$ cat src/rtl/flash_mode_pkg.sv
package flash_mode_pkg;
    localparam int DATA_W = 8;
    localparam int B_SWE  = 6;
    localparam int B_ESU  = 5;
    localparam int B_PSU  = 4;
    localparam int B_EV   = 3;
    localparam int B_PV   = 2;
    localparam int B_E    = 1;
    localparam int B_P    = 0;

    typedef enum logic [3:0] {
        MODE_PROTECTED   = 4'd0,
        MODE_USER        = 4'd1,
        MODE_SW_ENABLED  = 4'd2,
        MODE_PROG_SETUP  = 4'd3,
        MODE_PROGRAM     = 4'd4,
        MODE_ERASE_SETUP = 4'd5,
        MODE_ERASE       = 4'd6,
        MODE_PVERIFY     = 4'd7,
        MODE_EVERIFY     = 4'd8
    } mode_e;
endpackage

$ cat src/rtl/flash_ctl_bits.sv
module flash_ctl_bits
    import flash_mode_pkg::*;
(
    input  logic                  clk,
    input  logic                  rst_n,
    input  logic                  pin_hi,
    input  logic                  flash_en,
    input  logic                  clear_req,
    input  logic                  wr_en,
    input  logic [DATA_W-1:0]     wdata,
    output logic [DATA_W-2:0]     ctl_q
);
    logic [DATA_W-2:0] ctl_nxt;
    logic              gate_sw;

    assign gate_sw = pin_hi && ctl_q[B_SWE];

    always_comb begin
        ctl_nxt = ctl_q;
        if (wr_en && flash_en) begin
            if (pin_hi)
                ctl_nxt[B_SWE] = wdata[B_SWE];
            if (gate_sw) begin
                ctl_nxt[B_ESU] = wdata[B_ESU];
                ctl_nxt[B_PSU] = wdata[B_PSU];
                ctl_nxt[B_EV]  = wdata[B_EV];
                ctl_nxt[B_PV]  = wdata[B_PV];
            end
            if (gate_sw && ctl_q[B_ESU])
                ctl_nxt[B_E] = wdata[B_E];
            if (gate_sw && ctl_q[B_PSU])
                ctl_nxt[B_P] = wdata[B_P];
        end
        if (clear_req || !pin_hi)
            ctl_nxt = '0;
    end

    always_ff @(posedge clk or negedge rst_n) begin
        if (!rst_n)
            ctl_q <= '0;
        else
            ctl_q <= ctl_nxt;
    end


    swe_needs_pin_chk: assert property (@(posedge clk) disable iff (!rst_n)
        $rose(ctl_q[B_SWE]) |-> $past(pin_hi));

    setup_needs_swe_chk: assert property (@(posedge clk) disable iff (!rst_n)
        ($rose(ctl_q[B_ESU]) || $rose(ctl_q[B_PSU])) |-> $past(ctl_q[B_SWE]));

    erase_needs_esu_chk: assert property (@(posedge clk) disable iff (!rst_n)
        $rose(ctl_q[B_E]) |-> ($past(ctl_q[B_ESU]) && $past(ctl_q[B_SWE])));

    prog_needs_psu_chk: assert property (@(posedge clk) disable iff (!rst_n)
        $rose(ctl_q[B_P]) |-> ($past(ctl_q[B_PSU]) && $past(ctl_q[B_SWE])));

    pin_low_clears_chk: assert property (@(posedge clk) disable iff (!rst_n)
        !pin_hi |=> (ctl_q == '0));

    standby_clears_chk: assert property (@(posedge clk) disable iff (!rst_n)
        clear_req |=> (ctl_q == '0));

    disabled_write_ignored_chk: assert property (@(posedge clk) disable iff (!rst_n)
        (wr_en && !flash_en) |=> ((ctl_q == $past(ctl_q)) || (ctl_q == '0)));
endmodule

$ cat src/rtl/flash_blk_reg.sv
module flash_blk_reg
    import flash_mode_pkg::*;
(
    input  logic              clk,
    input  logic              rst_n,
    input  logic              sw_enabled,
    input  logic              flash_en,
    input  logic              clear_req,
    input  logic              wr_en,
    input  logic [DATA_W-1:0] wdata,
    output logic [DATA_W-1:0] blk_q
);
    always_ff @(posedge clk or negedge rst_n) begin
        if (!rst_n)
            blk_q <= '0;
        else if (clear_req)
            blk_q <= '0;
        else if (wr_en && flash_en && sw_enabled)
            blk_q <= wdata;
    end


    blk_needs_swe_chk: assert property (@(posedge clk) disable iff (!rst_n)
        (!$stable(blk_q) && !$past(clear_req)) |-> $past(sw_enabled && flash_en));
endmodule

$ cat src/rtl/flash_mode_decode.sv
module flash_mode_decode
    import flash_mode_pkg::*;
(
    input  logic              pin_hi,
    input  logic              flash_en,
    input  logic [DATA_W-2:0] ctl_q,
    output mode_e             mode,
    output logic              program_active,
    output logic              erase_active,
    output logic              pverify_active,
    output logic              everify_active,
    output logic              array_read_ok
);
    logic armed;

    assign armed = flash_en && pin_hi && ctl_q[B_SWE];

    always_comb begin
        if (!flash_en || !pin_hi)      mode = MODE_PROTECTED;
        else if (!ctl_q[B_SWE])        mode = MODE_USER;
        else if (ctl_q[B_P])           mode = MODE_PROGRAM;
        else if (ctl_q[B_E])           mode = MODE_ERASE;
        else if (ctl_q[B_PV])          mode = MODE_PVERIFY;
        else if (ctl_q[B_EV])          mode = MODE_EVERIFY;
        else if (ctl_q[B_PSU])         mode = MODE_PROG_SETUP;
        else if (ctl_q[B_ESU])         mode = MODE_ERASE_SETUP;
        else                           mode = MODE_SW_ENABLED;
    end

    always_comb begin
        program_active = 1'b0;
        erase_active   = 1'b0;
        pverify_active = 1'b0;
        everify_active = 1'b0;
        array_read_ok  = flash_en;
        unique case (mode)
            MODE_PROTECTED, MODE_USER: ;
            MODE_SW_ENABLED, MODE_PROG_SETUP, MODE_ERASE_SETUP,
            MODE_PROGRAM, MODE_ERASE, MODE_PVERIFY, MODE_EVERIFY: begin
                program_active = armed && ctl_q[B_P];
                erase_active   = armed && ctl_q[B_E];
                pverify_active = armed && ctl_q[B_PV];
                everify_active = armed && ctl_q[B_EV];
                array_read_ok  = ctl_q[B_PV] || ctl_q[B_EV];
            end
            default: ;
        endcase
    end
endmodule

$ cat src/rtl/flash_mode_ctrl.sv
module flash_mode_ctrl
    import flash_mode_pkg::*;
#(
    parameter int NUM_BLK = 2,
    parameter int ADDR_W  = 2
) (
    input  logic                      clk,
    input  logic                      rst_n,
    input  logic                      wr_pin,
    input  logic                      flash_en,
    input  logic                      hw_standby,
    input  logic                      sw_standby,
    input  logic [ADDR_W-1:0]         bus_addr,
    input  logic                      bus_wr,
    input  logic [7:0]                bus_wdata,
    output logic [7:0]                bus_rdata,
    output logic [8*NUM_BLK-1:0]      blk_sel,
    output logic                      program_active,
    output logic                      erase_active,
    output logic                      pverify_active,
    output logic                      everify_active,
    output logic                      array_read_ok,
    output logic [3:0]                mode_state
);
    localparam int CTL_ADDR = 0;

    logic [DATA_W-2:0] ctl_q;
    logic              clear_req;
    logic              ctl_wr;
    logic [DATA_W-1:0] blk_q [NUM_BLK];
    mode_e             mode;

    assign clear_req = hw_standby || sw_standby;
    assign ctl_wr    = bus_wr && (int'(bus_addr) == CTL_ADDR);

    flash_ctl_bits u_ctl (
        .clk       (clk),
        .rst_n     (rst_n),
        .pin_hi    (wr_pin),
        .flash_en  (flash_en),
        .clear_req (clear_req),
        .wr_en     (ctl_wr),
        .wdata     (bus_wdata),
        .ctl_q     (ctl_q)
    );

    for (genvar g = 0; g < NUM_BLK; g++) begin : g_blk
        flash_blk_reg u_blk (
            .clk        (clk),
            .rst_n      (rst_n),
            .sw_enabled (ctl_q[B_SWE]),
            .flash_en   (flash_en),
            .clear_req  (clear_req),
            .wr_en      (bus_wr && (int'(bus_addr) == g + 1)),
            .wdata      (bus_wdata),
            .blk_q      (blk_q[g])
        );
        assign blk_sel[8*g +: 8] = blk_q[g];
    end

    flash_mode_decode u_dec (
        .pin_hi         (wr_pin),
        .flash_en       (flash_en),
        .ctl_q          (ctl_q),
        .mode           (mode),
        .program_active (program_active),
        .erase_active   (erase_active),
        .pverify_active (pverify_active),
        .everify_active (everify_active),
        .array_read_ok  (array_read_ok)
    );

    assign mode_state = mode;

    always_comb begin
        bus_rdata = '0;
        if (flash_en) begin
            if (int'(bus_addr) == CTL_ADDR)
                bus_rdata = {wr_pin, ctl_q};
            for (int i = 0; i < NUM_BLK; i++)
                if (int'(bus_addr) == i + 1)
                    bus_rdata = blk_q[i];
        end
    end


    disabled_reads_zero_chk: assert property (@(posedge clk) disable iff (!rst_n)
        !flash_en |-> (bus_rdata == 8'h00));

    strobes_need_pin_chk: assert property (@(posedge clk) disable iff (!rst_n)
        (program_active || erase_active || pverify_active || everify_active)
            |-> (wr_pin && flash_en));

    strobes_onehot_verify_chk: assert property (@(posedge clk) disable iff (!rst_n)
        (pverify_active || everify_active) |-> array_read_ok);
endmodule

$ cat config.mk
export PLATFORM = sky130hd
export DESIGN_NAME = flash_mode_ctrl
export DESIGN_NICKNAME = d
export VERILOG_FILES = /design/src/rtl/flash_mode_pkg.sv /design/src/rtl/flash_ctl_bits.sv /design/src/rtl/flash_blk_reg.sv /design/src/rtl/flash_mode_decode.sv /design/src/rtl/flash_mode_ctrl.sv
export SDC_FILE = /design/constraint.sdc
export NUM_CORES = 1
export LEC_CHECK = 0
export ABC_AREA = 0
export CORE_MARGIN = 10
export CORE_UTILIZATION = 40
export DETAILED_ROUTE_END_ITERATION = 10
export GPL_ROUTABILITY_DRIVEN = 0
export HOLD_SLACK_MARGIN = 0.1
export PLACE_DENSITY = 0.76
export SLEW_MARGIN = 25
export SYNTH_ARGS = -nofsm -noshare
export SYNTH_HDL_FRONTEND = slang
export SYNTH_SLANG_ARGS = --single-unit
$ cat constraint.sdc
create_clock -name clk -period 1.6 [get_ports clk]
set_input_delay 0.32 -clock clk [delete_from_list [all_inputs] [get_ports clk]]
set_output_delay 0.32 -clock clk [all_outputs]
set_load 0.01 [all_outputs]
Yosys cells after proc, flatten, opt, wreduce, memory -nomap -nowiden:

Cells that the tools add are included.

* reductions and logical operators: 36
* muxes and demuxes: 27
* equality and inequality tests: 9

Operator list (count)
* 8-bit two-way mux: 8
* 4-bit two-way mux: 8
* 1-bit logical AND: 17
* 4-bit by 3-bit == test with 1-bit output (second input constant): 4
* 7-bit two-way mux: 2
* 2-bit nonzero test: 7
* 4-bit by 2-bit == test with 1-bit output (second input constant): 2
* 1-bit two-way mux: 8
* 2-bit AND reduction: 4
* 7-bit OR reduction: 1
* 2-bit == test (second input constant): 2
* 4-bit == test (second input constant): 1
* 1-bit logical OR: 4
* 3-bit two-way mux: 1
* 1-bit logical NOT: 2
* 2-bit logical NOT: 1

* flip-flop bits (word level): 23
* input port bits: 17
* output and inout port bits: 33

Longest topological paths before layout:

* word-level depth: 11
* mapped depth: 6
* depth with buffers taken out: 3

Hierarchy:

A second synthesis with hierarchy kept.

* cell total of the unflattened synthesis: 165
* area total of the unflattened synthesis: 1641.6 sq um

Modules (own cells, without submodules)
* flash_blk_reg: cells each 35, area an instance 407.9 sq um, seq. area each 200.2 sq um, instances 2
* flash_ctl_bits: cells each 35, area an instance 390.4 sq um, seq. area each 175.2 sq um, instances 1
* flash_mode_ctrl: cells each 40, area an instance 294.0 sq um, seq. area each 0.0 sq um, instances 1
* flash_mode_decode: cells each 20, area an instance 141.4 sq um, seq. area each 0.0 sq um, instances 1

Least setup slack after synthesis:

OpenSTA, ideal clock, no wires.

* path kind: register to output
* from: reg u_ctl.ctl_q[5]
* to: out mode_state[2]
* cell stages (with the launch flop): 4
* data required time: 1280 ps
* setup slack: 271 ps
* path buffers: 0
* arrival: 1009 ps
* path through: dfrtp_1 > nor2b_1 > a2111oi_0 > nor2_1

* cells in the longest elaborated chain, start to end: 8

RTL lines
* start, declared: RTL line flash_ctl_bits.sv:11 `output logic [DATA_W-2:0] ctl_q`
* start signal, assigned: RTL line flash_ctl_bits.sv:42 `ctl_q <= ctl_nxt;`
* 3-bit two-way mux: RTL line flash_mode_decode.sv:26 `else if (ctl_q[B_ESU]) mode = MODE_ERASE_SETUP;`
* 4-bit two-way mux: RTL line flash_mode_decode.sv:25 `else if (ctl_q[B_PSU]) mode = MODE_PROG_SETUP;`
* 4-bit two-way mux: RTL line flash_mode_decode.sv:24 `else if (ctl_q[B_EV]) mode = MODE_EVERIFY;`
* 4-bit two-way mux: RTL line flash_mode_decode.sv:23 `else if (ctl_q[B_PV]) mode = MODE_PVERIFY;`
* 4-bit two-way mux: RTL line flash_mode_decode.sv:22 `else if (ctl_q[B_E]) mode = MODE_ERASE;`
* 4-bit two-way mux: RTL line flash_mode_decode.sv:21 `else if (ctl_q[B_P]) mode = MODE_PROGRAM;`
* 4-bit two-way mux: RTL line flash_mode_decode.sv:20 `else if (!ctl_q[B_SWE]) mode = MODE_USER;`
* 4-bit two-way mux: RTL line flash_mode_decode.sv:19 `if (!flash_en || !pin_hi) mode = MODE_PROTECTED;`
* end, declared: RTL line flash_mode_ctrl.sv:23 `output logic [3:0] mode_state`

Every way passes these cells.

Final worst setup path:

Ends and elaborated chain as after synthesis.

==> parameters.txt <==
Parameter                              Value

Status
  Result of the run    complete, but fails checks
  Failing checks    negative setup slack

Synth
  Sequential cell area fraction in the yosys report    40.4%
  Count of warnings emitted by yosys    0
  Netlist area before placement    1420 um2
  Synthesized net count    167
  Number of enable-type register cells in the synthesized netlist    0
  Most frequent cells after synthesis    sky130_fd_sc_hd__nand2_1 (29), sky130_fd_sc_hd__mux2i_1 (27), sky130_fd_sc_hd__dfrtp_1 (23)
  Largest area contributor in the synthesized netlist    sky130_fd_sc_hd__dfrtp_1
  Most instantiated library cell after synthesis    sky130_fd_sc_hd__nand2_1
  Count of cell types in the netlist    28
  Top cells by area in the synthesized netlist    sky130_fd_sc_hd__dfrtp_1 (40%), sky130_fd_sc_hd__mux2i_1 (19%), sky130_fd_sc_hd__nand2_1 (7.6%)
  Leading register cell type out of synthesis    sky130_fd_sc_hd__dfrtp_1
  Proportion of synthesized flip-flops having asynchronous set or reset    100%
  Total of flip-flops plus latches after synthesis    23
  Gate count after technology mapping    150
  Synth top area share    40.4%
  Syn Area/Cell    9.49 um2

Setup path
  CP required    1.28 ns
  Worst path bufs/invs    1
  Arrival time worst endpoint    1.44 ns
  Crit path largest cell delay    0.42 ns
  Crit path cell chain    nor2b_4 > a2111oi_4 > nor2_1 > buf_2
  Critical path class    reg2out
  CP max stage cell    sky130_fd_sc_hd__dfrtp_1
  Critical path endpoint category    primary output
  Crit-path max FO    2
  Family of cells with the greatest summed delay on the critical path    flip-flops
  Startpoint kind of the worst setup timing path    flop

Drt
  DRC violation count after routing    0
  Number of violations reported at the end of detailed-routing iteration 0    87
  Wire length the detailed router placed on met1    1990 um
  Uppermost layer routed    met4
  Wirelength, routed    4920 um
  Number of nets with antenna violations after routing    0
  Met2 wirelength from detailed routing    2610 um
  First-pass detailed-route iteration total    4
  DR vias/cell    5.26
  Mean routed wirelength per cell    17.4 um
  Wire length on met3    227 um
  Vias after detailed routing    1484

Floorplan
  Die footprint    6350 um2
  Die extent in y    79.7 um
  Count of standard-cell rows    21
  Initial core utilization    42.0%
  Die W    79.7 um
  Boundary Pins    50
  Floorplan core area    3390 um2

Clock tree
  Buffer levels on the longest clock path    2
  Insertion delay to the later sink of the worst-skew pair    0.31 ns
  Clock root buffer master    sky130_fd_sc_hd__clkbuf_4
  H-tree levels    1
  CTS tree    built
  Number of buffers added by the clock tree synthesis step    3
  Hold buffers post-CTS    0
  Clock input transition at the sequential cells of the worst setup and hold paths    0.13 ns
  Clock sink count    23

STA
  Max-slew headroom at the worst pin    75.6%
  Maximum clock rate    0.568 GHz
  Hold violation count in the final report    0
  Unrepaired setup endpoints after global routing    yes
  Number of failing setup endpoints in the final timing report    14
  Period minus WS final    1.76 ns
  Final period utilization    110%
  Worst Skew    0.00472 ns
  Setup slack of the critical path after layout    -0.160 ns
  Total count of max-transition violations in the final report    0
  Slew at the pin closest to its max-slew limit    0.361 ns

Power
  Power Density    434 nW/um2
  Peak supply drop    0.333 mV
  Leakage power total    0.00125 uW
  Power, Total    1010 uW

Global routing
  Number of antenna violations at the first check in global routing    0
  Total Routing Usage GR    15.4%
  Total gr overflow    0
  Via count of the first global-routing pass    1627
  Pin count of the biggest net entering global routing    25
  First-pass GRT wire length    7960 um

Final layout
  Number of filler cells placed in the layout    263
  Share of cells above drive strength 1    35.6%
  Antenna Diode Count    0
  Final net count    254
  Final std cells w/o fill    282
  Area delta synth->final    63.7%

Job
  Max-cap viol count    0

Place
  DPL Wire Length    3560 um
  Cells after DPL    269
  Count of buffers from port buffering    49

Worst hold path
  Worst hold path class    in2async
-- layout by cell type, fill, tap and decap left out, types with 2 or more instances in the layout --
| master | count |
|---|---|
| sky130_fd_sc_hd__o2bb2ai_1 | 7 |
| sky130_fd_sc_hd__buf_4 | 29 |
| sky130_fd_sc_hd__dfrtp_1 | 21 |
| sky130_fd_sc_hd__nand2_1 | 29 |
| sky130_fd_sc_hd__dfrtp_2 | 2 |
| sky130_fd_sc_hd__and2_1 | 8 |
| sky130_fd_sc_hd__inv_1 | 2 |
| sky130_fd_sc_hd__dlymetal6s2s_1 | 6 |
| sky130_fd_sc_hd__o21ai_0 | 4 |
| sky130_fd_sc_hd__nand3_1 | 7 |
| sky130_fd_sc_hd__clkdlybuf4s50_1 | 12 |
| sky130_fd_sc_hd__a21boi_0 | 4 |
| sky130_fd_sc_hd__nor2_1 | 2 |
| sky130_fd_sc_hd__buf_2 | 15 |
| sky130_fd_sc_hd__clkbuf_4 | 3 |
| sky130_fd_sc_hd__nor2b_1 | 2 |
| sky130_fd_sc_hd__and3_4 | 2 |
| sky130_fd_sc_hd__dlygate4sd2_1 | 12 |
| sky130_fd_sc_hd__nor2b_4 | 2 |
| sky130_fd_sc_hd__nor3_2 | 2 |
| sky130_fd_sc_hd__nor2_2 | 2 |
| sky130_fd_sc_hd__mux2i_1 | 26 |
| sky130_fd_sc_hd__buf_6 | 17 |
-- final cells by class --
class / instances / area [um2] / share of cell area [%]
multi-input cells: 115 / 867 / 37.2
repair buffers: 92 / 795 / 34.1
flip-flops and latches: 23 / 578 / 24.8
well taps: 46 / 57.6 / 2.47
clock buffers: 4 / 26.3 / 1.13
inverters: 2 / 7.51 / 0.322
-- timing repair --
action	4_1_cts	5_1_grt
resized for setup	104	33
hold endpoints to repair	0	0
pin swaps	19	10
buffers inserted	7	6
setup endpoints to repair	27	22
-- flip-flops by register name, summed over array words and instances (netlist names) --
register           flops
g_blk.u_blk.blk_q     16
u_ctl.ctl_q            7
-- metrics by stage --
stage / hold WS (ns) / setup slack, ns / setup TNS, ns / instance area [um2] / util, %
2_1_floorplan: 0.0244 / 0.271 / 0 / 1420 / -
3_5_place_dp: 0.554 / -0.759 / -15.09 / 2160 / 63.8
6_report: 0.348 / -0.160 / -1.22 / 2330 / 68.8
3_3_place_gp: 0.537 / -0.717 / -13.58 / 2160 / 63.8
5_1_grt: 0.372 / -0.251 / -2.32 / 2330 / 68.8
4_1_cts: 0.354 / -0.155 / -0.956 / 2190 / 64.7
-- routing by layer --
metal	up-vias	global-route usage, %
li1	703	-
met4	0	5.38
met3	9	2.82
met1	728	17.5
met5	-	0
met2	44	28.0
-- final timing paths --
| path | slack [ns] | depth (start not counted) | endpoint | startpoint |
|---|---|---|---|---|
| worst min register to register | 0.56 | 2 | g_blk[1].u_blk.blk_q[5]$_DFFE_PN0P_ | g_blk[1].u_blk.blk_q[5]$_DFFE_PN0P_ |
| min in group clk | 0.49 | 4 | u_ctl.ctl_q[6]$_DFFE_PN0P_ | bus_addr[0] |
| worst max-delay path | -0.16 | 4 | mode_state[2] | u_ctl.ctl_q[5]$_DFFE_PN0P_ |
| worst min-delay path | 0.35 | 2 | g_blk[0].u_blk.blk_q[6]$_DFFE_PN0P_ | rst_n |
| worst max register to register | 0.10 | 5 | g_blk[0].u_blk.blk_q[2]$_DFFE_PN0P_ | u_ctl.ctl_q[6]$_DFFE_PN0P_ |
| max in group asynchronous | 0.99 | 2 | u_ctl.ctl_q[1]$_DFFE_PN0P_ | rst_n |
-- where the power goes --
group          leakage (uW)  switching (uW)  internal [uW]
Clock             0.0000150             180           97.5
Combinational      0.000913            81.6           71.3
Sequential         0.000318           0.163            581
Total               0.00125             262            750
-- logic make-up after synthesis --
logic type / share of synthesized area (%)
AO/OA/AOI/OAI: 11.3
buffers and inverters: 5.01
flip-flops: 40.4
multiplexers: 19.0
AND/OR/NAND/NOR: 24.3
Power figures use the tool's default switching activity.
